### config.mk
export PLATFORM = sky130hd
export DESIGN_NAME = cdgate_top
export DESIGN_NICKNAME = d
export VERILOG_FILES = /design/src/rtl/cdgate_pkg.sv /design/src/rtl/cdgate_sync.sv /design/src/rtl/cdgate_gate.sv /design/src/rtl/cdgate_status.sv /design/src/rtl/cdgate_top.sv
export SDC_FILE = /design/constraint.sdc
export NUM_CORES = 1
export LEC_CHECK = 0
export BUFFER_PORTS_ARGS = -buffer_cell sky130_fd_sc_hd__buf_4
export CAP_MARGIN = 20
export CORE_AREA = 2 2 39 41
export DETAILED_ROUTE_END_ITERATION = 7
export DIE_AREA = 0 0 41 43
export PLACE_DENSITY = 0.49
export SETUP_SLACK_MARGIN = 0.1
export SYNTH_ARGS = -nofsm -noshare
export SYNTH_HDL_FRONTEND = slang
export SYNTH_HIERARCHICAL = 1
export SYNTH_SLANG_ARGS = --single-unit
### constraint.sdc
create_clock -name rx_clk -period 1.68 [get_ports rx_clk]
set_input_delay 0 -clock rx_clk [delete_from_list [all_inputs] [get_ports rx_clk]]
set_output_delay 0 -clock rx_clk [all_outputs]
set_load 0.05 [all_outputs]
### src/rtl/cdgate_pkg.sv
package cdgate_pkg;
   typedef struct packed {
      logic direct;
      logic pulse;
   } cdgate_cfg_t;

   localparam int unsigned CDGATE_MIN_STAGES = 2;
endpackage

### src/rtl/cdgate_sync.sv
module cdgate_sync
   import cdgate_pkg::*;
#(
   parameter int unsigned STAGES     = 2,
   parameter bit          ACTIVE_LOW = 1'b1
) (
   input  logic clk,
   input  logic rst_n,
   input  logic pin,
   output logic carrier_raw,
   output logic carrier_sync
);
   localparam int unsigned LAST = STAGES - 1;

   initial begin
      if (STAGES < CDGATE_MIN_STAGES)
         $error("cdgate_sync: STAGES must be at least %0d", CDGATE_MIN_STAGES);
   end

   generate
      if (ACTIVE_LOW) begin : g_inv
         assign carrier_raw = ~pin;
      end else begin : g_pass
         assign carrier_raw = pin;
      end
   endgenerate

   logic [LAST:0] chain_q;

   always_ff @(posedge clk or negedge rst_n) begin
      if (!rst_n) chain_q <= '0;
      else        chain_q <= {chain_q[LAST-1:0], carrier_raw};
   end

   assign carrier_sync = chain_q[LAST];
endmodule

### src/rtl/cdgate_gate.sv
module cdgate_gate
   import cdgate_pkg::*;
#(
   parameter int unsigned DATA_W = 1
) (
   input  logic              clk,
   input  logic              rst_n,
   input  cdgate_cfg_t       cfg,
   input  logic              carrier_raw,
   input  logic              carrier_sync,
   input  logic [DATA_W-1:0] rx_data,
   input  logic              frame_end,
   output logic              carrier,
   output logic              bit_valid,
   output logic [DATA_W-1:0] bit_data,
   output logic              rx_halt
);
   logic running_q;
   logic gate;

   initial begin
      if (DATA_W < 1) $error("cdgate_gate: DATA_W must be positive");
   end

   always_comb begin
      carrier = cfg.direct ? carrier_raw : carrier_sync;
   end

   always_ff @(posedge clk or negedge rst_n) begin
      if (!rst_n)         running_q <= 1'b0;
      else if (frame_end) running_q <= 1'b0;
      else                running_q <= cfg.pulse & (running_q | carrier);
   end

   always_comb begin
      gate      = carrier | (cfg.pulse & running_q);
      bit_valid = gate;
      rx_halt   = ~gate;
      bit_data  = gate ? rx_data : '0;
   end
endmodule

### src/rtl/cdgate_status.sv
module cdgate_status
   import cdgate_pkg::*;
(
   input  logic        clk,
   input  logic        rst_n,
   input  cdgate_cfg_t cfg,
   input  logic        carrier,
   input  logic        frame_start,
   input  logic        frame_end,
   output logic        frame_done,
   output logic        carrier_lost
);
   logic in_frame_q;
   logic lost_acc_q;
   logic lost_hit;

   assign lost_hit = (in_frame_q | frame_start) & ~carrier & ~cfg.pulse;

   always_ff @(posedge clk or negedge rst_n) begin
      if (!rst_n) begin
         in_frame_q   <= 1'b0;
         lost_acc_q   <= 1'b0;
         frame_done   <= 1'b0;
         carrier_lost <= 1'b0;
      end else begin
         frame_done <= frame_end;
         if (frame_end) begin
            in_frame_q   <= 1'b0;
            lost_acc_q   <= 1'b0;
            carrier_lost <= (lost_acc_q | lost_hit) & ~cfg.pulse;
         end else if (frame_start) begin
            in_frame_q <= 1'b1;
            lost_acc_q <= lost_hit;
         end else begin
            lost_acc_q <= lost_acc_q | lost_hit;
         end
      end
   end
endmodule

### src/rtl/cdgate_top.sv
module cdgate_top
   import cdgate_pkg::*;
#(
   parameter int unsigned SYNC_STAGES = 2,
   parameter bit          CD_ACT_LOW  = 1'b1
) (
   input  logic rx_clk,
   input  logic rst_n,
   input  logic rx_data,
   input  logic cd_n,
   input  logic frame_start,
   input  logic frame_end,
   input  logic cfg_direct,
   input  logic cfg_pulse,
   output logic bit_valid,
   output logic bit_data,
   output logic rx_halt,
   output logic frame_done,
   output logic carrier_lost
);
   cdgate_cfg_t cfg;
   logic        carrier_raw;
   logic        carrier_sync;
   logic        carrier;

   assign cfg.direct = cfg_direct;
   assign cfg.pulse  = cfg_pulse;

   cdgate_sync #(.STAGES(SYNC_STAGES), .ACTIVE_LOW(CD_ACT_LOW)) u_sync (
      .clk(rx_clk), .rst_n(rst_n), .pin(cd_n),
      .carrier_raw(carrier_raw), .carrier_sync(carrier_sync)
   );

   cdgate_gate #(.DATA_W(1)) u_gate (
      .clk(rx_clk), .rst_n(rst_n), .cfg(cfg),
      .carrier_raw(carrier_raw), .carrier_sync(carrier_sync),
      .rx_data(rx_data), .frame_end(frame_end),
      .carrier(carrier), .bit_valid(bit_valid),
      .bit_data(bit_data), .rx_halt(rx_halt)
   );

   cdgate_status u_status (
      .clk(rx_clk), .rst_n(rst_n), .cfg(cfg), .carrier(carrier),
      .frame_start(frame_start), .frame_end(frame_end),
      .frame_done(frame_done), .carrier_lost(carrier_lost)
   );
endmodule

==> results of run 1 <==
-- worst paths after layout --
path,depth (start not counted),slack (ns),endpoint
max,7,0.40,rx_halt
min,2,0.03,u_gate/running_q$_DFF_PN0_
max reg2reg,5,0.54,u_status/lost_acc_q$_DFF_PN0_
min reg2reg,0,0.34,u_sync/chain_q[1]$_DFF_PN0_
max in group asynchronous,2,1.45,u_status/frame_done$_DFF_PN0_
min in group asynchronous,2,0.11,u_gate/running_q$_DFF_PN0_
-- Yosys cell counts --
| cell | number | area [um^2] |
|---|---|---|
| sky130_fd_sc_hd__o21ai_0 | 1 | 5.00 |
| sky130_fd_sc_hd__a21oi_1 | 1 | 5.00 |
| sky130_fd_sc_hd__o21bai_1 | 1 | 7.51 |
| sky130_fd_sc_hd__inv_1 | 3 | 11.3 |
| sky130_fd_sc_hd__dfrtp_1 | 7 | 175 |
| sky130_fd_sc_hd__a31oi_1 | 1 | 6.26 |
| sky130_fd_sc_hd__inv_2 | 1 | 3.75 |
| sky130_fd_sc_hd__o211a_1 | 1 | 10.0 |
| sky130_fd_sc_hd__nor2_1 | 3 | 11.3 |
| sky130_fd_sc_hd__nand2_1 | 3 | 11.3 |
| sky130_fd_sc_hd__o22a_1 | 1 | 8.76 |
| sky130_fd_sc_hd__mux2i_2 | 1 | 13.8 |
| sky130_fd_sc_hd__a21boi_1 | 1 | 7.51 |
-- kinds of logic after synthesis --
logic type             after synthesis  share of synthesized area [%]
DFF                                  7                           63.3
muxes                                1                           4.98
and+or+nand+nor                      6                           8.14
AOI/OAI and AO/OA                    7                           18.1
buffers and inverters                4                           5.43
-- per-stage QoR --
| step | cells | power, W | cell area, um^2 | worst slack (ns) |
|---|---|---|---|---|
| after CTS | 61 | 0.000439 | 453 | 0.387 |
| after global placement | 53 | 0.000281 | 387 | 0.547 |
| after floorplan | 25 | 0.000242 | 277 | 0.307 |
| final | 61 | 0.000432 | 453 | 0.401 |
| after global routing | 61 | 0.000460 | 453 | 0.319 |
| after detailed placement | 53 | 0.000281 | 387 | 0.539 |
-- worst max-delay path, delay by kind of cell --
kind                   cells  cell delay (ns)
buffers and inverters      5             0.95
multiplexers               1             0.21
AO/OA/AOI/OAI              1             0.13
-- sequential cells by signal (all words and copies together), names as in the netlist --
name	flops
u_status/in_frame_q	1
u_gate/running_q	1
u_status/carrier_lost	1
u_status/frame_done	1
u_sync/chain_q	2
u_status/lost_acc_q	1
-- cell type report --
type / count / area share [%]
flip-flops and latches: 7 / 38.7
multi-input cells: 14 / 19.1
repair buffers: 16 / 28.7
clock buffers: 4 / 5.80
well taps: 16 / 4.42
inverters: 4 / 3.31
-- layout by cell type, fill, tap and decap left out, drive strengths merged --
master,count
nand2,3
a21oi,1
nor2,3
buf,12
dfrtp,7
dlygate4sd3,4
o21bai,1
o211a,1
a31oi,1
clkbuf,4
inv,4
o22a,1
a21boi,1
mux2i,1
o21ai,1
-- power groups by stage --
stage | Sequential, W | Combinational, W | Clock (W)
after detailed placement | 0.000187 | 0.0000946 | 0
after floorplan | 0.000201 | 0.0000418 | 0
after global routing | 0.000185 | 0.000109 | 0.000166
final | 0.000184 | 0.000101 | 0.000147
after global placement | 0.000187 | 0.0000948 | 0
after CTS | 0.000184 | 0.000102 | 0.000153
-- metal layers --
layer | GRT usage, % | vias to the layer above | share of wire [%]
met4 | 6.00 | 0 | 0
met3 | 3.14 | 0 | 12
met5 | 0 | - | 0
met2 | 8.44 | 13 | 35
met1 | 11.0 | 91 | 53
li1 | - | 124 | -
-- timing repair --
action / 4_1_cts / 5_1_grt
hold buffers: 4 / 0
setup endpoints to repair: 0 / 0
endpoints found under the hold margin: 12 / 0
gates resized for setup: 0 / 0
==> PnR_summary.wiki, run 1 <==
{| class="wikitable"
! Metric !! Value
|-
| Total internal power || 0.000310 W
|-
| Critical path peak fanout || 3
|-
| Ports placed on the boundary || 13
|-
| Final-report max-slew violation count || 0
|-
| Area used by multi-input combinational logic || 86.3 um^2
|-
| TritonRoute pass-1 iters || 3
|-
| Share of layout cells above drive strength 1 || 37.8%
|-
| Peak VDD IR || 0.360 mV
|-
| Setup repair bufs after CTS || 0
|-
| Worst min path class || in2reg
|-
| Initial Util || 20.0%
|-
| Unrepaired setup endpoints after global routing || false
|-
| Data arrival time at the worst-slack endpoint || 1.28 ns
|-
| Mean area per synthesized cell || 11.1 um^2
|-
| Average routed wire per standard cell || 8.52 um
|-
| FF/Latch Area || 175 um^2
|-
| Launching element type of the critical path || primary input
|-
| Antenna cell count || 0
|-
| Gate Count Post-Synth || 25
|-
| Endpoint type of the worst setup path || primary output
|-
| Final min period || 1.28 ns
|-
| Clock sink count || 7
|-
| Seq cells post-synth || 7
|-
| Netlist Area Pre-Place || 277 um^2
|-
| Critical path cell sequence || dlygate4sd3_1 > buf_4 > inv_1 > mux2i_2 > inv_2 > a21oi_1 > buf_4
|-
| Die ar. || 1760 um^2
|-
| Final HPWL DP || 407 um
|-
| Most common cell type on the critical path || sky130_fd_sc_hd__buf_4
|-
| Tcrit/Tclk final || 76.1%
|-
| Seq/Total Area, Yosys || 63.3%
|-
| Total GRT Usage || 7.61%
|-
| Maxcap violations || 0
|-
| Number of nets with antenna violations after detailed routing || 0
|-
| Startpoint of the worst setup timing path || cd_n
|-
| Total number of vias || 228
|-
| CP peak stage delay || 0.52 ns
|-
| Number of fill cells || 150
|-
| Total detailed-routing wirelength || 520 um
|-
| Logic gate share of total power || 23.3%
|-
| Reg2reg start || u_sync/chain_q[1]$_DFF_PN0_
|-
| Global-route wire length before repair || 855 um
|-
| Transition time of the tightest slew-check pin || 0.220 ns
|-
| Worst hold start || cfg_pulse
|-
| Result of the run || completed
|-
| Switching Fraction || 28.2%
|-
| Vias in the first global route || 228
|-
| Placer Congestion || 0.644
|-
| Latest clock arrival within the worst-skew pair || 0.24 ns
|-
| Part of the total power dissipated in the clock network || 34.1%
|-
| P_leak || 0.234 nW
|-
| Final Util || 32.7%
|-
| Via density per instance || 3.74
|-
| Number of remaining DRC errors || 0
|-
| Final number of setup-violating endpoints || 0
|-
| H-tree depth || 1
|-
| Headroom to the max-slew limit || 85.0%
|-
| Count of synthesis-stage warnings from yosys || 6
|-
| Overall die height || 43 um
|-
| Worst hold-check slack || 0.0278 ns
|-
| TritonCTS clock tree || built
|-
| Highest achievable clock rate || 782 MHz
|-
| Power dissipated by switching net loads || 0.000122 W
|-
| Overflow after GRT || 0
|-
| Hold Vio Cnt, Final || 0
|-
| Classification of the worst setup path || in2out
|-
| DR iter-0 viols || 2
|-
| Maximum buffer depth of the clock tree || 2
|-
| Total Nets Final || 54
|-
| Count of distinct cell types in the synthesized netlist || 13
|-
| Quantity of I/O buffers inserted on ports || 12
|-
| Largest clock skew in the final design || 0.00291 ns
|-
| Clock buffer count from CTS || 3
|-
| Clock-pin transition on the worst setup and hold timing paths || 0.05 ns
|-
| Slowest stage cell, crit path || sky130_fd_sc_hd__dlygate4sd3_1
|-
| Area growth syn-to-layout || 63.8%
|-
| Pin count of the biggest net entering global routing || 8
|-
| Floorplan row count || 14
|-
| PD cells || 954 nW/um^2
|-
| Worst endpoint required time || 1.68 ns
|-
| Final setup TNS || 0 ns
|-
| Relative contribution of sequential cells to total power || 42.6%
|-
| CTS Root Buffer Type || sky130_fd_sc_hd__clkbuf_4
|-
| Synthesized net count || 33
|-
| X dimension of the die || 41 um
|-
| Core box area || 1380 um^2
|-
| Antenna violations before repair || 0
|}
No activity file was read; power rests on OpenSTA's default activity.
==> inputs of run 2 (changes only) <==
--- a/config.mk
+++ b/config.mk
@@ -10,7 +10,7 @@
 export CORE_AREA = 2 2 39 41
 export DETAILED_ROUTE_END_ITERATION = 7
 export DIE_AREA = 0 0 41 43
-export PLACE_DENSITY = 0.49
+export PLACE_DENSITY = 0.5
 export SETUP_SLACK_MARGIN = 0.1
 export SYNTH_ARGS = -nofsm -noshare
 export SYNTH_HDL_FRONTEND = slang
==> constraint.sdc (replaced) <==
create_clock -name rx_clk -period 1.1 [get_ports rx_clk]
set_input_delay 0 -clock rx_clk [delete_from_list [all_inputs] [get_ports rx_clk]]
set_output_delay 0 -clock rx_clk [all_outputs]
set_load 0.05 [all_outputs]
==> PnR_summary.wiki, run 2 (synthesized netlist as in run 1, its figures left out) <==
{| class="wikitable"
! Metric !! Value
|-
| Final HPWL DP || 454 um
|-
| Leading cell types in the layout, fill and taps excluded || sky130_fd_sc_hd__buf_4, sky130_fd_sc_hd__dfrtp_1, sky130_fd_sc_hd__buf_6
|-
| Total detailed-routing wirelength || 610 um
|-
| Placer Congestion || 0.668
|-
| Core box area || 1380 um^2
|-
| Share of layout cells above drive strength 1 || 51.1%
|-
| Overall power of the completed layout || 0.000697 W
|-
| Clock buffer count from CTS || 3
|-
| Average routed wire per standard cell || 9.68 um
|-
| Worst min path class || in2reg
|-
| Maximum buffer depth of the clock tree || 2
|-
| Quantity of I/O buffers inserted on ports || 12
|-
| Peak VDD IR || 0.568 mV
|-
| Final Util || 36.8%
|-
| TritonRoute pass-1 iters || 2
|-
| Number of fill cells || 146
|-
| CTS Root Buffer Type || sky130_fd_sc_hd__clkbuf_4
|-
| Worst hold-check slack || 0.0104 ns
|-
| Total Nets Final || 56
|-
| Overall die height || 43 um
|-
| Initial Util || 20.0%
|-
| Leading cell type in the layout, fill and taps excluded || sky130_fd_sc_hd__buf_4
|-
| Clock sink count || 7
|-
| H-tree depth || 1
|-
| Critical path peak fanout || 2
|-
| Final Worst Setup Slack || -0.164 ns
|-
| Worst endpoint required time || 1.10 ns
|-
| Violations in the final reports || setup timing
|-
| FF/Latch Area || 175 um^2
|-
| Maxcap violations || 0
|-
| Overflow after GRT || 0
|-
| Flip-flop count of the largest register, all copies and words added || 2
|-
| Antenna cell count || 0
|-
| Antenna violations before repair || 0
|-
| Data arrival time at the worst-slack endpoint || 1.26 ns
|-
| Area used by multi-input combinational logic || 115 um^2
|-
| Die ar. || 1760 um^2
|-
| Latest clock arrival within the worst-skew pair || 0.24 ns
|-
| Result of the run || finished with violations
|-
| Tcrit/Tclk final || 115%
|-
| Launching element type of the critical path || flop
|-
| Vias in the first global route || 261
|-
| Highest achievable clock rate || 791 MHz
|-
| Largest clock skew in the final design || 0.00226 ns
|-
| Hold Vio Cnt, Final || 0
|-
| Headroom to the max-slew limit || 86.7%
|-
| Floorplan row count || 14
|-
| DR iter-0 viols || 1
|-
| Global-route wire length before repair || 979 um
|-
| Final min period || 1.26 ns
|-
| Clock-pin transition on the worst setup and hold timing paths || 0.05 ns
|-
| Number of remaining DRC errors || 0
|-
| X dimension of the die || 41 um
|-
| Total GRT Usage || 8.88%
|-
| Most flop-heavy register || u_sync/chain_q
|-
| Via density per instance || 3.95
|-
| Transition time of the tightest slew-check pin || 0.196 ns
|-
| Endpoint type of the worst setup path || primary output
|-
| Ports placed on the boundary || 13
|-
| Classification of the worst setup path || reg2out
|-
| Final-report max-slew violation count || 0
|-
| Area growth syn-to-layout || 84.2%
|-
| PD cells || 1370 nW/um^2
|-
| Final number of setup-violating endpoints || 5
|-
| Number of nets with antenna violations after detailed routing || 0
|-
| Final setup TNS || -0.439 ns
|-
| P_leak || 0.253 nW
|-
| Unrepaired setup endpoints after global routing || true
|-
| Pin count of the biggest net entering global routing || 8
|-
| Total number of vias || 249
|-
| TritonCTS clock tree || built
|}
-- run 2: cell types whose count changed in the layout (fill, tap and decap cells not counted), sizes merged --
| cell | delta |
|---|---|
| buf | +3 |
| dlygate4sd3 | -1 |
-- run 2: final timing paths --
check,from,endpoint,slack (ns),depth (start not counted)
max,u_sync/chain_q[1]$_DFF_PN0_,rx_halt,-0.16,5
max reg2reg,u_sync/chain_q[1]$_DFF_PN0_,u_status/lost_acc_q$_DFF_PN0_,-0.12,6
max in group asynchronous,rst_n,u_gate/running_q$_DFF_PN0_,0.88,2
min reg2reg,u_sync/chain_q[0]$_DFF_PN0_,u_sync/chain_q[1]$_DFF_PN0_,0.35,0
min,frame_start,u_status/in_frame_q$_DFFE_PN0P_,0.01,3
min in group asynchronous,rst_n,u_status/in_frame_q$_DFFE_PN0P_,0.10,2
-- run 2: report_power, final --
| group | total (W) | internal, W | switching, W | leakage (nW) |
|---|---|---|---|---|
| registers | 0.000283 | 0.000274 | 0.00000913 | 0.0867 |
| logic | 0.000187 | 0.0000843 | 0.000103 | 0.151 |
| clock network | 0.000226 | 0.000138 | 0.0000881 | 0.0150 |
| total | 0.000697 | 0.000496 | 0.000200 | 0.253 |
-- run 2: worst max-delay path, cell delays in order (launching register included) --
cell                      delay [ns]
sky130_fd_sc_hd__dfrtp_1        0.37
sky130_fd_sc_hd__mux2i_2        0.19
sky130_fd_sc_hd__inv_2          0.06
sky130_fd_sc_hd__buf_6          0.12
sky130_fd_sc_hd__a21oi_4        0.10
sky130_fd_sc_hd__buf_6          0.17
-- run 2: what timing repair did --
action	4_1_cts	5_1_grt
endpoints found under the setup margin	6	6
buffers inserted	1	0
gates resized for setup	7	0
hold buffers	3	0
hold endpoints to repair	12	0
pin swaps	1	0
-- run 2: area by class of cell --
| class | count | share of cell area [%] |
|---|---|---|
| repair buffers | 18 | 31.0 |
| inverters | 4 | 2.95 |
| multi-input cells | 14 | 22.6 |
| flip-flops and latches | 7 | 34.4 |
| clock buffers | 4 | 5.16 |
| well taps | 16 | 3.93 |
-- run 2: per-stage QoR --
step | cells | worst slack (ns) | cell area [um^2]
detailed placement | 55 | 0.0231 | 409
floorplan | 25 | 0.0112 | 284
CTS | 63 | -0.188 | 509
finish | 63 | -0.164 | 509
global route | 63 | -0.248 | 509
global placement | 55 | 0.00886 | 409
-- run 2: per-layer routing --
layer  share of wire, %  GRT usage [%]  wire length [um]
met5                  0              0                 0
met4                  0           8.00                 0
met1                 45           10.1               276
met3                 13           3.66                80
met2                 41           11.9               253
==> inputs of run 3 (changes only) <==
--- a/config.mk
+++ b/config.mk
@@ -5,12 +5,15 @@
 export SDC_FILE = /design/constraint.sdc
 export NUM_CORES = 1
 export LEC_CHECK = 0
+export ABC_AREA = 1
 export BUFFER_PORTS_ARGS = -buffer_cell sky130_fd_sc_hd__buf_4
 export CAP_MARGIN = 20
 export CORE_AREA = 2 2 39 41
+export CTS_CLUSTER_DIAMETER = 200
 export DETAILED_ROUTE_END_ITERATION = 7
 export DIE_AREA = 0 0 41 43
-export PLACE_DENSITY = 0.5
+export GPL_TIMING_DRIVEN = 0
+export PLACE_DENSITY = 0.53
 export SETUP_SLACK_MARGIN = 0.1
 export SYNTH_ARGS = -nofsm -noshare
 export SYNTH_HDL_FRONTEND = slang
==> PnR_summary.wiki, run 3 <==
{| class="wikitable"
! Metric !! Value
|-
| Launching element type of the critical path || flop
|-
| TritonRoute pass-1 iters || 3
|-
| Seq/Total Area, Yosys || 57.6%
|-
| Pin count of the biggest net entering global routing || 8
|-
| Highest achievable clock rate || 952 MHz
|-
| Critical path peak fanout || 3
|-
| Total Nets Final || 67
|-
| Core box area || 1380 um^2
|-
| X dimension of the die || 41 um
|-
| Largest clock skew in the final design || 0.00247 ns
|-
| Ys async rst share || 100%
|-
| Unrepaired setup endpoints after global routing || true
|-
| Total detailed-routing wirelength || 587 um
|-
| PD cells || 1330 nW/um^2
|-
| Count of synthesis-stage warnings from yosys || 6
|-
| P_leak || 0.283 nW
|-
| Transition time of the tightest slew-check pin || 0.151 ns
|-
| Antenna violations before repair || 0
|-
| Synthesized net count || 46
|-
| Primary FF master, synth || sky130_fd_sc_hd__dfrtp_1
|-
| Placer Congestion || 0.685
|-
| Antenna cell count || 0
|-
| Number of nets with antenna violations after detailed routing || 0
|-
| Mean area per synthesized cell || 8.00 um^2
|-
| Area contributors post-synth || sky130_fd_sc_hd__dfrtp_1, sky130_fd_sc_hd__nand2_1, sky130_fd_sc_hd__inv_1, sky130_fd_sc_hd__nor2_1, sky130_fd_sc_hd__a21oi_1
|-
| Final min period || 1.05 ns
|-
| Peak VDD IR || 0.420 mV
|-
| Tcrit/Tclk final || 95.5%
|-
| Final Util || 36.7%
|-
| Worst min path class || in2reg
|-
| Count of distinct cell types in the synthesized netlist || 9
|-
| TritonCTS clock tree || built
|-
| Final setup TNS || 0 ns
|-
| Clock buffer count from CTS || 3
|-
| Most instantiated library cell after synthesis || sky130_fd_sc_hd__nand2_1
|-
| Latest clock arrival within the worst-skew pair || 0.25 ns
|-
| Most common cell type on the critical path || sky130_fd_sc_hd__nand2_2
|-
| Most flop-heavy register || u_sync/chain_q
|-
| Final number of setup-violating endpoints || 0
|-
| Vias in the first global route || 226
|-
| Number of remaining DRC errors || 0
|-
| CP peak stage delay || 0.37 ns
|-
| Initial Util || 22.0%
|-
| Endpoint type of the worst setup path || primary output
|-
| Ranking of synthesized cells by instance count || sky130_fd_sc_hd__nand2_1, sky130_fd_sc_hd__inv_1, sky130_fd_sc_hd__dfrtp_1, sky130_fd_sc_hd__nor2_1, sky130_fd_sc_hd__a21oi_1
|-
| DR iter-0 viols || 2
|-
| Setup repair bufs after CTS || 0
|-
| Worst slack after detailed placement || 0.191 ns
|-
| Final-report max-slew violation count || 0
|-
| Floorplan row count || 14
|-
| Final Worst Setup Slack || 0.0498 ns
|-
| Total GRT Usage || 8.49%
|-
| Cell type contributing the most total cell area after synthesis || sky130_fd_sc_hd__dfrtp_1
|-
| Quantity of I/O buffers inserted on ports || 12
|-
| Die ar. || 1760 um^2
|-
| Final HPWL DP || 447 um
|-
| Top-area cell type share of the netlist area || 57.6%
|-
| Headroom to the max-slew limit || 89.9%
|-
| Worst endpoint required time || 1.10 ns
|-
| Share of layout cells above drive strength 1 || 37.9%
|-
| Worst hold-check slack || 0.0254 ns
|-
| Critical path cell sequence || nand2_2 > nand3_4 > nand2_2 > inv_2 > buf_6
|-
| Average routed wire per standard cell || 7.93 um
|-
| Slowest stage cell, crit path || sky130_fd_sc_hd__dfrtp_1
|-
| Ports placed on the boundary || 13
|-
| Overall die height || 43 um
|-
| Global-route wire length before repair || 883 um
|-
| Hold Vio Cnt, Final || 0
|-
| Result of the run || completed
|-
| Maximum buffer depth of the clock tree || 2
|-
| Area growth syn-to-layout || 67.1%
|-
| Classification of the worst setup path || reg2out
|-
| Data arrival time at the worst-slack endpoint || 1.05 ns
|-
| Flip-flop count of the largest register, all copies and words added || 2
|-
| Overflow after GRT || 0
|-
| Maxcap violations || 0
|-
| Total number of vias || 273
|-
| Leading cell types in the layout, fill and taps excluded || sky130_fd_sc_hd__buf_4, sky130_fd_sc_hd__nand2_1, sky130_fd_sc_hd__inv_1
|-
| Clock-pin transition on the worst setup and hold timing paths || 0.05 ns
|-
| Netlist Area Pre-Place || 304 um^2
|-
| Number of enable flip-flop cells after synthesis || 0
|-
| H-tree depth || 1
|-
| Via density per instance || 3.69
|-
| Gate Count Post-Synth || 38
|-
| CTS Root Buffer Type || sky130_fd_sc_hd__clkbuf_4
|-
| Clock sink count || 7
|-
| Seq cells post-synth || 7
|}
run 3: cells by family (layout without fill, tap and decap cells):
family | Yosys count | in the layout | share of synthesized area, %
DFF | 7 | 7 | 57.6
buffers and inverters | 11 | 31 | 13.6
AOI/OAI and AO/OA | 2 | 2 | 3.29
and+or+nand+nor | 18 | 18 | 25.5
run 3: layout make-up:
cell class                 instances  area, um^2
tap                               16        20.0
inverter                          11        45.0
fill                             155         876
sequential                         7         175
clock buffer                       4        26.3
multi-input combinational         20         100
timing repair buffer              16         141
run 3: worst paths after layout:
| kind | startpoint | endpoint | slack, ns | depth (start not counted) |
|---|---|---|---|---|
| setup / recovery | u_sync/chain_q[1]$_DFF_PN0_ | bit_data | 0.05 | 5 |
| hold / removal | cfg_pulse | u_status/carrier_lost$_DFFE_PN0P_ | 0.03 | 4 |
| setup reg to reg | u_sync/chain_q[1]$_DFF_PN0_ | u_status/carrier_lost$_DFFE_PN0P_ | 0.20 | 7 |
| hold reg to reg | u_sync/chain_q[0]$_DFF_PN0_ | u_sync/chain_q[1]$_DFF_PN0_ | 0.35 | 0 |
| max in group asynchronous | rst_n | u_gate/running_q$_DFF_PN0_ | 0.87 | 2 |
| min in group asynchronous | rst_n | u_status/frame_done$_DFF_PN0_ | 0.11 | 2 |
run 3: timing repair:
| item | 4_1_cts | 5_1_grt |
|---|---|---|
| pin swaps | 0 | 2 |
| hold endpoints to repair | 11 | 0 |
| setup endpoints to repair | 3 | 3 |
| cloned | 0 | 0 |
| hold buffers | 4 | 0 |
| resized for setup | 4 | 2 |
run 3: through the flow:
stage          cells  power (W)  area, um^2
4_1_cts           74   0.000692         505
2_1_floorplan     38   0.000374         315
3_5_place_dp      66   0.000430         425
6_report          74   0.000678         508
5_1_grt           74   0.000716         508
3_3_place_gp      66   0.000429         425
run 3: routing by layer:
metal  track usage [%]  vias up  wire [um]
met1              10.2      111        268
met5                 0        -          0
met2              9.06       11        243
met4              12.0        0         22
met3              3.14        2         53
li1                  -      149          -
run 3: worst max-delay path: cells and delay by family, from the launching register on:
kind                   cells  cell delay, ns
and+or+nand+nor            3            0.27
DFF                        1            0.37
buffers and inverters      2            0.17
run 3: where the power goes:
group,switching (W),total [W],leakage (nW),internal (W)
clock,0.0000929,0.000231,0.0150,0.000138
combinational,0.0000995,0.000167,0.181,0.0000680
sequential,0.00000644,0.000279,0.0877,0.000273
